File: src/rtl/sxc_pkg.sv
package sxc_pkg;
  typedef enum logic [1:0] {
    CH_NORMAL = 2'd0,
    CH_ECHO   = 2'd1,
    CH_LOCAL  = 2'd2,
    CH_REMOTE = 2'd3
  } chan_mode_e;

  typedef enum logic [2:0] {
    FS_IDLE, FS_START, FS_DATA, FS_PAR, FS_STOP
  } frame_st_e;

  localparam logic [2:0] A_CTRL = 3'd0;
  localparam logic [2:0] A_STAT = 3'd1;
  localparam logic [2:0] A_TXD  = 3'd2;
  localparam logic [2:0] A_RXD  = 3'd3;
  localparam logic [2:0] A_DIV  = 3'd4;

  function automatic logic par_en(input logic [2:0] sel);
    return !sel[2];
  endfunction

  function automatic logic par_calc(input logic [2:0] sel, input logic [7:0] d);
    case (sel)
      3'd0:    par_calc = ^d;
      3'd1:    par_calc = ~^d;
      3'd3:    par_calc = 1'b1;
      default: par_calc = 1'b0;
    endcase
  endfunction
endpackage

File: src/rtl/sxc_baud.sv
module sxc_baud #(
  parameter int DIV_W = 16
) (
  input  logic             clk_i,
  input  logic             rst_ni,
  input  logic [DIV_W-1:0] div_i,
  output logic             tick_o
);
  logic [DIV_W-1:0] cnt_q;

  always_ff @(posedge clk_i or negedge rst_ni) begin
    if (!rst_ni) begin
      cnt_q  <= '0;
      tick_o <= 1'b0;
    end else if (div_i == '0) begin
      cnt_q  <= '0;
      tick_o <= 1'b0;
    end else if (cnt_q >= div_i - 1'b1) begin
      cnt_q  <= '0;
      tick_o <= 1'b1;
    end else begin
      cnt_q  <= cnt_q + 1'b1;
      tick_o <= 1'b0;
    end
  end

  assert_tick_needs_div_R2: assert property (@(posedge clk_i) disable iff (!rst_ni)
    tick_o |-> $past(div_i) != '0);
endmodule

File: src/rtl/sxc_tx.sv
module sxc_tx
  import sxc_pkg::*;
#(
  parameter int DATA_W = 8,
  parameter int OSR    = 16
) (
  input  logic              clk_i,
  input  logic              rst_ni,
  input  logic              tick_i,
  input  logic [2:0]        par_sel_i,
  input  logic              wr_i,
  input  logic [DATA_W-1:0] wdata_i,
  output logic              thr_empty_o,
  output logic              idle_o,
  output logic              line_o
);
  localparam int OS_W  = $clog2(OSR);
  localparam int IDX_W = $clog2(DATA_W);

  frame_st_e         st_q;
  logic [DATA_W-1:0] thr_q, sh_q;
  logic              thr_full_q, par_q;
  logic [OS_W-1:0]   os_q;
  logic [IDX_W-1:0]  idx_q;

  always_ff @(posedge clk_i or negedge rst_ni) begin
    if (!rst_ni) begin
      st_q <= FS_IDLE; thr_q <= '0; sh_q <= '0; thr_full_q <= 1'b0;
      par_q <= 1'b0; os_q <= '0; idx_q <= '0; line_o <= 1'b1;
    end else begin
      if (st_q == FS_IDLE) begin
        line_o <= 1'b1;
        if (thr_full_q && tick_i) begin
          sh_q       <= thr_q;
          par_q      <= par_calc(par_sel_i, thr_q);
          thr_full_q <= 1'b0;
          os_q       <= '0;
          line_o     <= 1'b0;
          st_q       <= FS_START;
        end
      end else if (tick_i) begin
        if (os_q != OS_W'(OSR - 1)) begin
          os_q <= os_q + 1'b1;
        end else begin
          os_q <= '0;
          case (st_q)
            FS_START: begin
              line_o <= sh_q[0];
              idx_q  <= '0;
              st_q   <= FS_DATA;
            end
            FS_DATA: begin
              if (idx_q == IDX_W'(DATA_W - 1)) begin
                line_o <= par_en(par_sel_i) ? par_q : 1'b1;
                st_q   <= par_en(par_sel_i) ? FS_PAR : FS_STOP;
              end else begin
                sh_q   <= sh_q >> 1;
                line_o <= sh_q[1];
                idx_q  <= idx_q + 1'b1;
              end
            end
            FS_PAR: begin
              line_o <= 1'b1;
              st_q   <= FS_STOP;
            end
            default: st_q <= FS_IDLE;
          endcase
        end
      end
      if (wr_i) begin
        thr_q      <= wdata_i;
        thr_full_q <= 1'b1;
      end
    end
  end

  assign thr_empty_o = !thr_full_q;
  assign idle_o      = (st_q == FS_IDLE) && !thr_full_q;

  assert_line_high_idle_R3: assert property (@(posedge clk_i) disable iff (!rst_ni)
    (st_q == FS_IDLE) |-> line_o);
  assert_thr_taken_R13: assert property (@(posedge clk_i) disable iff (!rst_ni)
    (thr_full_q && st_q == FS_IDLE && tick_i) |=> (st_q == FS_START && !line_o));
endmodule

File: src/rtl/sxc_rx.sv
module sxc_rx
  import sxc_pkg::*;
#(
  parameter int DATA_W = 8,
  parameter int OSR    = 16
) (
  input  logic              clk_i,
  input  logic              rst_ni,
  input  logic              tick_i,
  input  logic              line_i,
  input  logic [2:0]        par_sel_i,
  input  logic              rd_clr_i,
  input  logic              err_clr_i,
  output logic [DATA_W-1:0] data_o,
  output logic              ready_o,
  output logic              ovr_o,
  output logic              fe_o,
  output logic              pe_o
);
  localparam int OS_W  = $clog2(OSR);
  localparam int IDX_W = $clog2(DATA_W);

  frame_st_e         st_q;
  logic [DATA_W-1:0] sh_q;
  logic [OS_W-1:0]   os_q;
  logic [IDX_W-1:0]  idx_q;
  logic              par_ok_q;
  logic              fin;

  assign fin = tick_i && (st_q == FS_STOP) && (os_q == OS_W'(OSR - 1));

  always_ff @(posedge clk_i or negedge rst_ni) begin
    if (!rst_ni) begin
      st_q <= FS_IDLE; sh_q <= '0; os_q <= '0; idx_q <= '0; par_ok_q <= 1'b1;
      data_o <= '0; ready_o <= 1'b0; ovr_o <= 1'b0; fe_o <= 1'b0; pe_o <= 1'b0;
    end else begin
      if (rd_clr_i) ready_o <= 1'b0;
      if (tick_i) begin
        case (st_q)
          FS_IDLE: if (!line_i) begin
            os_q <= '0;
            st_q <= FS_START;
          end
          FS_START: begin
            if (os_q == OS_W'(OSR / 2 - 1)) begin
              os_q  <= '0;
              idx_q <= '0;
              st_q  <= line_i ? FS_IDLE : FS_DATA;  // reject glitch starts
            end else os_q <= os_q + 1'b1;
          end
          default: begin
            if (os_q != OS_W'(OSR - 1)) begin
              os_q <= os_q + 1'b1;
            end else begin
              os_q <= '0;
              case (st_q)
                FS_DATA: begin
                  sh_q <= {line_i, sh_q[DATA_W-1:1]};
                  if (idx_q == IDX_W'(DATA_W - 1))
                    st_q <= par_en(par_sel_i) ? FS_PAR : FS_STOP;
                  else idx_q <= idx_q + 1'b1;
                end
                FS_PAR: begin
                  par_ok_q <= (line_i == par_calc(par_sel_i, sh_q));
                  st_q     <= FS_STOP;
                end
                default: begin
                  data_o  <= sh_q;
                  ready_o <= 1'b1;
                  if (ready_o && !rd_clr_i) ovr_o <= 1'b1;
                  if (!line_i) fe_o <= 1'b1;
                  if (par_en(par_sel_i) && !par_ok_q) pe_o <= 1'b1;
                  par_ok_q <= 1'b1;
                  st_q     <= FS_IDLE;
                end
              endcase
            end
          end
        endcase
      end
      if (err_clr_i) begin
        ovr_o <= 1'b0; fe_o <= 1'b0; pe_o <= 1'b0;
      end
    end
  end

  assert_err_clear_R9: assert property (@(posedge clk_i) disable iff (!rst_ni)
    err_clr_i |=> !(ovr_o || fe_o || pe_o));
  assert_overrun_R8: assert property (@(posedge clk_i) disable iff (!rst_ni)
    (fin && ready_o && !rd_clr_i && !err_clr_i) |=> ovr_o);
  assert_read_clear_R5: assert property (@(posedge clk_i) disable iff (!rst_ni)
    (rd_clr_i && !fin) |=> !ready_o);
  assert_ready_on_done_R5: assert property (@(posedge clk_i) disable iff (!rst_ni)
    $rose(ready_o) |-> $past(st_q) == FS_STOP);
endmodule

File: src/rtl/serial_xcvr.sv
module serial_xcvr
  import sxc_pkg::*;
#(
  parameter int DIV_W  = 16,
  parameter int DATA_W = 8,
  parameter int OSR    = 16,
  parameter int BUS_W  = 16
) (
  input  logic             clk_i,
  input  logic             rst_ni,
  input  logic [2:0]       addr_i,
  input  logic             wr_i,
  input  logic             rd_i,
  input  logic [BUS_W-1:0] wdata_i,
  output logic [BUS_W-1:0] rdata_o,
  input  logic             rx_i,
  output logic             tx_o,
  output logic             rx_req_o,
  output logic             tx_req_o
);
  logic [2:0]       par_sel_q;
  chan_mode_e       mode_q;
  logic [DIV_W-1:0] div_q;
  logic [1:0]       rx_sync_q;
  logic             tick, tx_line, rx_line, thr_empty, tx_idle;
  logic             rx_rdy, ovr, fe, pe, err_clr, rd_clr;
  logic [DATA_W-1:0] rx_data;

  assign err_clr = wr_i && addr_i == A_CTRL && wdata_i[8];
  assign rd_clr  = rd_i && addr_i == A_RXD;

  always_ff @(posedge clk_i or negedge rst_ni) begin
    if (!rst_ni) begin
      par_sel_q <= 3'd0;
      mode_q    <= CH_NORMAL;
      div_q     <= '0;
      rx_sync_q <= 2'b11;
    end else begin
      rx_sync_q <= {rx_sync_q[0], rx_i};
      if (wr_i && addr_i == A_CTRL) begin
        par_sel_q <= wdata_i[2:0];
        mode_q    <= chan_mode_e'(wdata_i[5:4]);
      end
      if (wr_i && addr_i == A_DIV) div_q <= wdata_i[DIV_W-1:0];
    end
  end

  always_comb begin
    case (mode_q)
      CH_LOCAL:  begin rx_line = tx_line;      tx_o = 1'b1; end
      CH_REMOTE: begin rx_line = 1'b1;         tx_o = rx_i; end
      CH_ECHO:   begin rx_line = rx_sync_q[1]; tx_o = rx_i; end
      default:   begin rx_line = rx_sync_q[1]; tx_o = tx_line; end
    endcase
  end

  always_comb begin
    rdata_o = '0;
    case (addr_i)
      A_CTRL: rdata_o = BUS_W'({mode_q, 1'b0, par_sel_q});
      A_STAT: rdata_o = BUS_W'({pe, fe, ovr, tx_idle, thr_empty, rx_rdy});
      A_RXD:  rdata_o = BUS_W'(rx_data);
      A_DIV:  rdata_o = BUS_W'(div_q);
      default: rdata_o = '0;
    endcase
  end

  assign rx_req_o = rx_rdy;
  assign tx_req_o = thr_empty;

  sxc_baud #(.DIV_W(DIV_W)) u_baud (
    .clk_i, .rst_ni, .div_i(div_q), .tick_o(tick)
  );

  sxc_tx #(.DATA_W(DATA_W), .OSR(OSR)) u_tx (
    .clk_i, .rst_ni, .tick_i(tick), .par_sel_i(par_sel_q),
    .wr_i(wr_i && addr_i == A_TXD), .wdata_i(wdata_i[DATA_W-1:0]),
    .thr_empty_o(thr_empty), .idle_o(tx_idle), .line_o(tx_line)
  );

  sxc_rx #(.DATA_W(DATA_W), .OSR(OSR)) u_rx (
    .clk_i, .rst_ni, .tick_i(tick), .line_i(rx_line), .par_sel_i(par_sel_q),
    .rd_clr_i(rd_clr), .err_clr_i(err_clr), .data_o(rx_data),
    .ready_o(rx_rdy), .ovr_o(ovr), .fe_o(fe), .pe_o(pe)
  );

  assert_tx_hold_empty_R13: assert property (@(posedge clk_i) disable iff (!rst_ni)
    (wr_i && addr_i == A_TXD) |=> !tx_req_o);
endmodule

File: config.mk
export PLATFORM = sky130hd
export DESIGN_NAME = serial_xcvr
export DESIGN_NICKNAME = d
export VERILOG_FILES = /design/src/rtl/sxc_pkg.sv /design/src/rtl/sxc_baud.sv /design/src/rtl/sxc_tx.sv /design/src/rtl/sxc_rx.sv /design/src/rtl/serial_xcvr.sv
export SDC_FILE = /design/constraint.sdc
export NUM_CORES = 1
export LEC_CHECK = 0
export BUFFER_PORTS_ARGS = -buffer_cell sky130_fd_sc_hd__buf_2
export CELL_PAD_IN_SITES_DETAIL_PLACEMENT = 0
export CELL_PAD_IN_SITES_GLOBAL_PLACEMENT = 1
export CORE_MARGIN = 2
export CORE_UTILIZATION = 45
export CTS_BUF_LIST = sky130_fd_sc_hd__clkbuf_8
export DETAILED_ROUTE_END_ITERATION = 8
export HOLD_SLACK_MARGIN = 0.02
export MAX_ROUTING_LAYER = met4
export PLACE_DENSITY_LB_ADDON = 0.1
export SLEW_MARGIN = 20
export SYNTH_ARGS = -nofsm -noshare
export SYNTH_HDL_FRONTEND = slang
export SYNTH_SLANG_ARGS = --single-unit
export TNS_END_PERCENT = 10
File: constraint.sdc
create_clock -name clk_i -period 2.8 [get_ports clk_i]
set_input_delay 0.84 -clock clk_i [delete_from_list [all_inputs] [get_ports clk_i]]
set_output_delay 0.84 -clock clk_i [all_outputs]
set_load 0.005 [all_outputs]
==> impl_results.md <==
- Total CTS buffers: 9
- Die Area: 13,000 um^2
- Max Clock Skew: 0.0125 ns
- Net Count, Synth: between 500 and 600
- Pwr dens: 632 nW/um^2
- Cell taking the most area after synthesis: dfrtp_1
- WP data required: 3.12 ns
- Period Utilization, post-route: a little over nine tenths
- GRT Total Usage: 20.3%
- Yosys Warn Count: 0
- Layout area overhead: 15.4%
- I/O pin count: 43
- IO buf count: 42
- CTS clock-pin slew for the worst setup and hold paths: 0.10 ns
- Core area: ~12,000 um^2
- Sequential area share after synthesis: 46.0%
- Static Leak: 2.96 nW
- Per-cell routed wire length: between 15 and 20 um
- DP HPWL: about 9 mm
- Power, Total: between 3 and 4 mW
- Hold Path Sink: rx_sync_q[1]$_DFF_PN1_
- Pins over their slew limit: 0
- Die Span X: 114 um
- Netlist cell types: 56
- CTS tree: yes
- Fin. Hold Viols: 0
- Via Count: 4,021
- Sum of negative setup slack: 0 ns
- Period minus WS final: around 2.7 ns
- Total gr overflow: 0
- Synthesized area: around 5500 um^2
- Post-synth top area share: 44.1%
- Top post-synthesis cells by count: 96 x dfrtp_1, 46 x nand2_1, 44 x nor2_1, 36 x mux2_2, 32 x o21ai_0
- DRC: 0
- Status: complete, no violations
- Max-Cap Viols: 0
- Final ANT Viol Nets: 0
- RePlAce Congestion: around 0.84
- FMAX: 373 MHz
- Most frequent cell after synthesis: dfrtp_1
- Placed cells: between 700 and 800
- Routed wire length: 12.1 mm
- CTS sink cnt: 100
- Crit path max fanout: 8
- Seq cells post-synth: 100
- Reg2reg start: div_q[9]$_DFFE_PN0P_
- Element type at the critical path start: flop
- Drt via density: about 5.4
- Kind of critical path: flop to flop
- Slew @ Worst Pin: 0.948 ns
- CTS root buf: clkbuf_8
- Hold Startpoint: rx_sync_q[0]$_DFF_PN1_
- EDFF count, synth: 0
- Layout cells sized above 1: 24.3%
- Number of DRC markers in iteration 0: 167
- First-pass GRT wire length: about 20 mm
- Clk Latency, worst-skew pair: 0.38 ns
- Final hold slack: 0.359 ns
- Core Rows: 40
- Relative slew margins: 36.4%
- Arr. time, crit path: 3.00 ns
- Crit. End Element: flop
- Hold crit path type: flop to flop
- Critical path startpoint: div_q[9]$_DFFE_PN0P_
- Post-CTS Hold Buffers: 0
- RSZ-0062 raised after global routing: yes
- Max Root-Sink Buffers: 2
- FF-to-FF setup slack: approximately 0.12 ns
- Dominant synthesized flop cell: dfrtp_1
- Critical R2R Capture: u_baud.cnt_q[6]$_DFF_PN0_
- Synth Area per Inst: 10.3 um^2
- Antenna violations before repair: 2
- Cells after Synth: 528
- Final Non-Filler Cells: 746
- FFs w/ async S/R, synth: 100%
- Largest cells by area after synthesis: dfrtp_1 44%, mux2_2 7.4%, ha_1 5.5%, xnor2_1 4.5%, nand2_1 3.2%
- Die Ht: 114 um
- Worst R2R Path Depth: 10
- DR pass1 iterations: 4
- Worst hold stages: 0
- Max rail drop VDD: 0.296 mV
- Largest net degree at the start of global routing: approximately 100
- Starting density of the core: 45.8%
- Nets: 640
- H-Tree Depth: 3
- Vias in the first global route: 3,873
- Count of final setup violators: 0
==> registers in the layout, indices dropped and copies added (netlist names), 2 cells and up <==
name	count
u_baud.cnt_q	16
u_tx.thr_q	8
u_rx.idx_q	3
mode_q	2
u_rx.sh_q	8
u_tx.idx_q	3
u_tx.st_q	3
u_tx.os_q	4
u_tx.sh_q	8
rx_sync_q	2
div_q	16
par_sel_q	3
u_rx.data_o	8
u_rx.os_q	4
u_rx.st_q	3
==> worst max-delay path: stages (launching register included) <==
cell and delay (ns):
dfrtp_1 0.39, or4_1 0.60, nor3_2 0.23, xnor2_1 0.14, ha_1 0.27, a21o_1 0.16, a21o_1 0.18, a21oi_2 0.16
nor2b_4 0.23, o21ai_4 0.13, nor2_2 0.13
==> layout by cell type, fill, tap and decap left out, drive strengths merged, types with 2 or more instances in the layout <==
cell type   n
a2111o      2
a211o       2
a21o       10
a21oi      22
a22o        6
a31oi       2
a32o        3
and2        2
and3       14
and4        3
buf        72
clkbuf     11
clkinv      2
dfrtp      96
dfstp       4
diode       2
ha         24
inv        15
mux2       44
mux2i      12
nand2      46
nand2b      8
nand3      14
nand3b      2
nand4       6
nand4b      2
nor2       44
nor2b       3
nor3       12
nor4        3
nor4b       3
o21ai      40
o31ai       2
o41ai       2
or2         2
or3         4
or3b        2
xnor2      28
xor2       14
==> power breakdown <==
group	total, mW	internal, mW	leakage [nW]	switching [mW]
clock network	0.979	0.466	0.111	0.513
registers	1.88	1.65	1.29	0.229
logic	1.12	0.538	1.56	0.579
==> what timing repair did <==
action,4_1_cts,5_1_grt
gates resized for setup,5,10
gates cloned,0,1
pin swaps,0,7
setup endpoints to repair,17,16
setup buffers,0,1
==> kinds of logic after synthesis <==
group / after synthesis / share of synthesized area, %
xor gates and xnor gates: 42 / 6.75
and+or+nand+nor: 173 / 16.4
AOI/OAI and AO/OA: 100 / 11.6
DFF: 100 / 46.0
muxes: 56 / 11.3
buffers and inverters: 33 / 2.41
adders and majority gates: 24 / 5.51
==> routing by layer <==
layer,part of all wire [%],vias to the layer above,GRT usage [%]
met5,0,-,-
met4,0.86,0,4.39
met3,3.6,6,5.45
met2,48,54,31.5
met1,48,1940,26.8
li1,-,2021,-
==> stage by stage <==
step / area (um^2) / setup slack (ns) / utilization, %
after floorplan: 5450 / 0.00810 / -
after global placement: 6000 / -0.0118 / 50.3
after detailed placement: 6000 / -0.188 / 50.3
after CTS: 6230 / 0.0341 / 52.3
after global routing: 6290 / -0.0406 / 52.8
final: 6290 / 0.119 / 52.8
==> area by class of cell <==
cell class | count | area, um^2
Fill cell | 1104 | 5620
Multi-Input combinational cell | 396 | 2880
Sequential cell | 100 | 2510
Timing Repair Buffer | 72 | 450
Tap cell | 147 | 184
Clock buffer | 11 | 151
Clock inverter | 5 | 60.1
Inverter | 13 | 48.8
Antenna cell | 2 | 5.00
==> worst max path at each step <==
stage / cells after the start / endpoint
2_1_floorplan: 13 / u_baud.cnt_q[11]$_DFF_PN0_
3_3_place_gp: 12 / u_baud.cnt_q[10]$_DFF_PN0_
3_5_place_dp: 13 / u_baud.cnt_q[6]$_DFF_PN0_
4_1_cts: 13 / u_baud.cnt_q[6]$_DFF_PN0_
5_1_grt: 12 / u_baud.cnt_q[10]$_DFF_PN0_
6_report: 10 / u_baud.cnt_q[6]$_DFF_PN0_
Power figures use the tool's default switching activity.
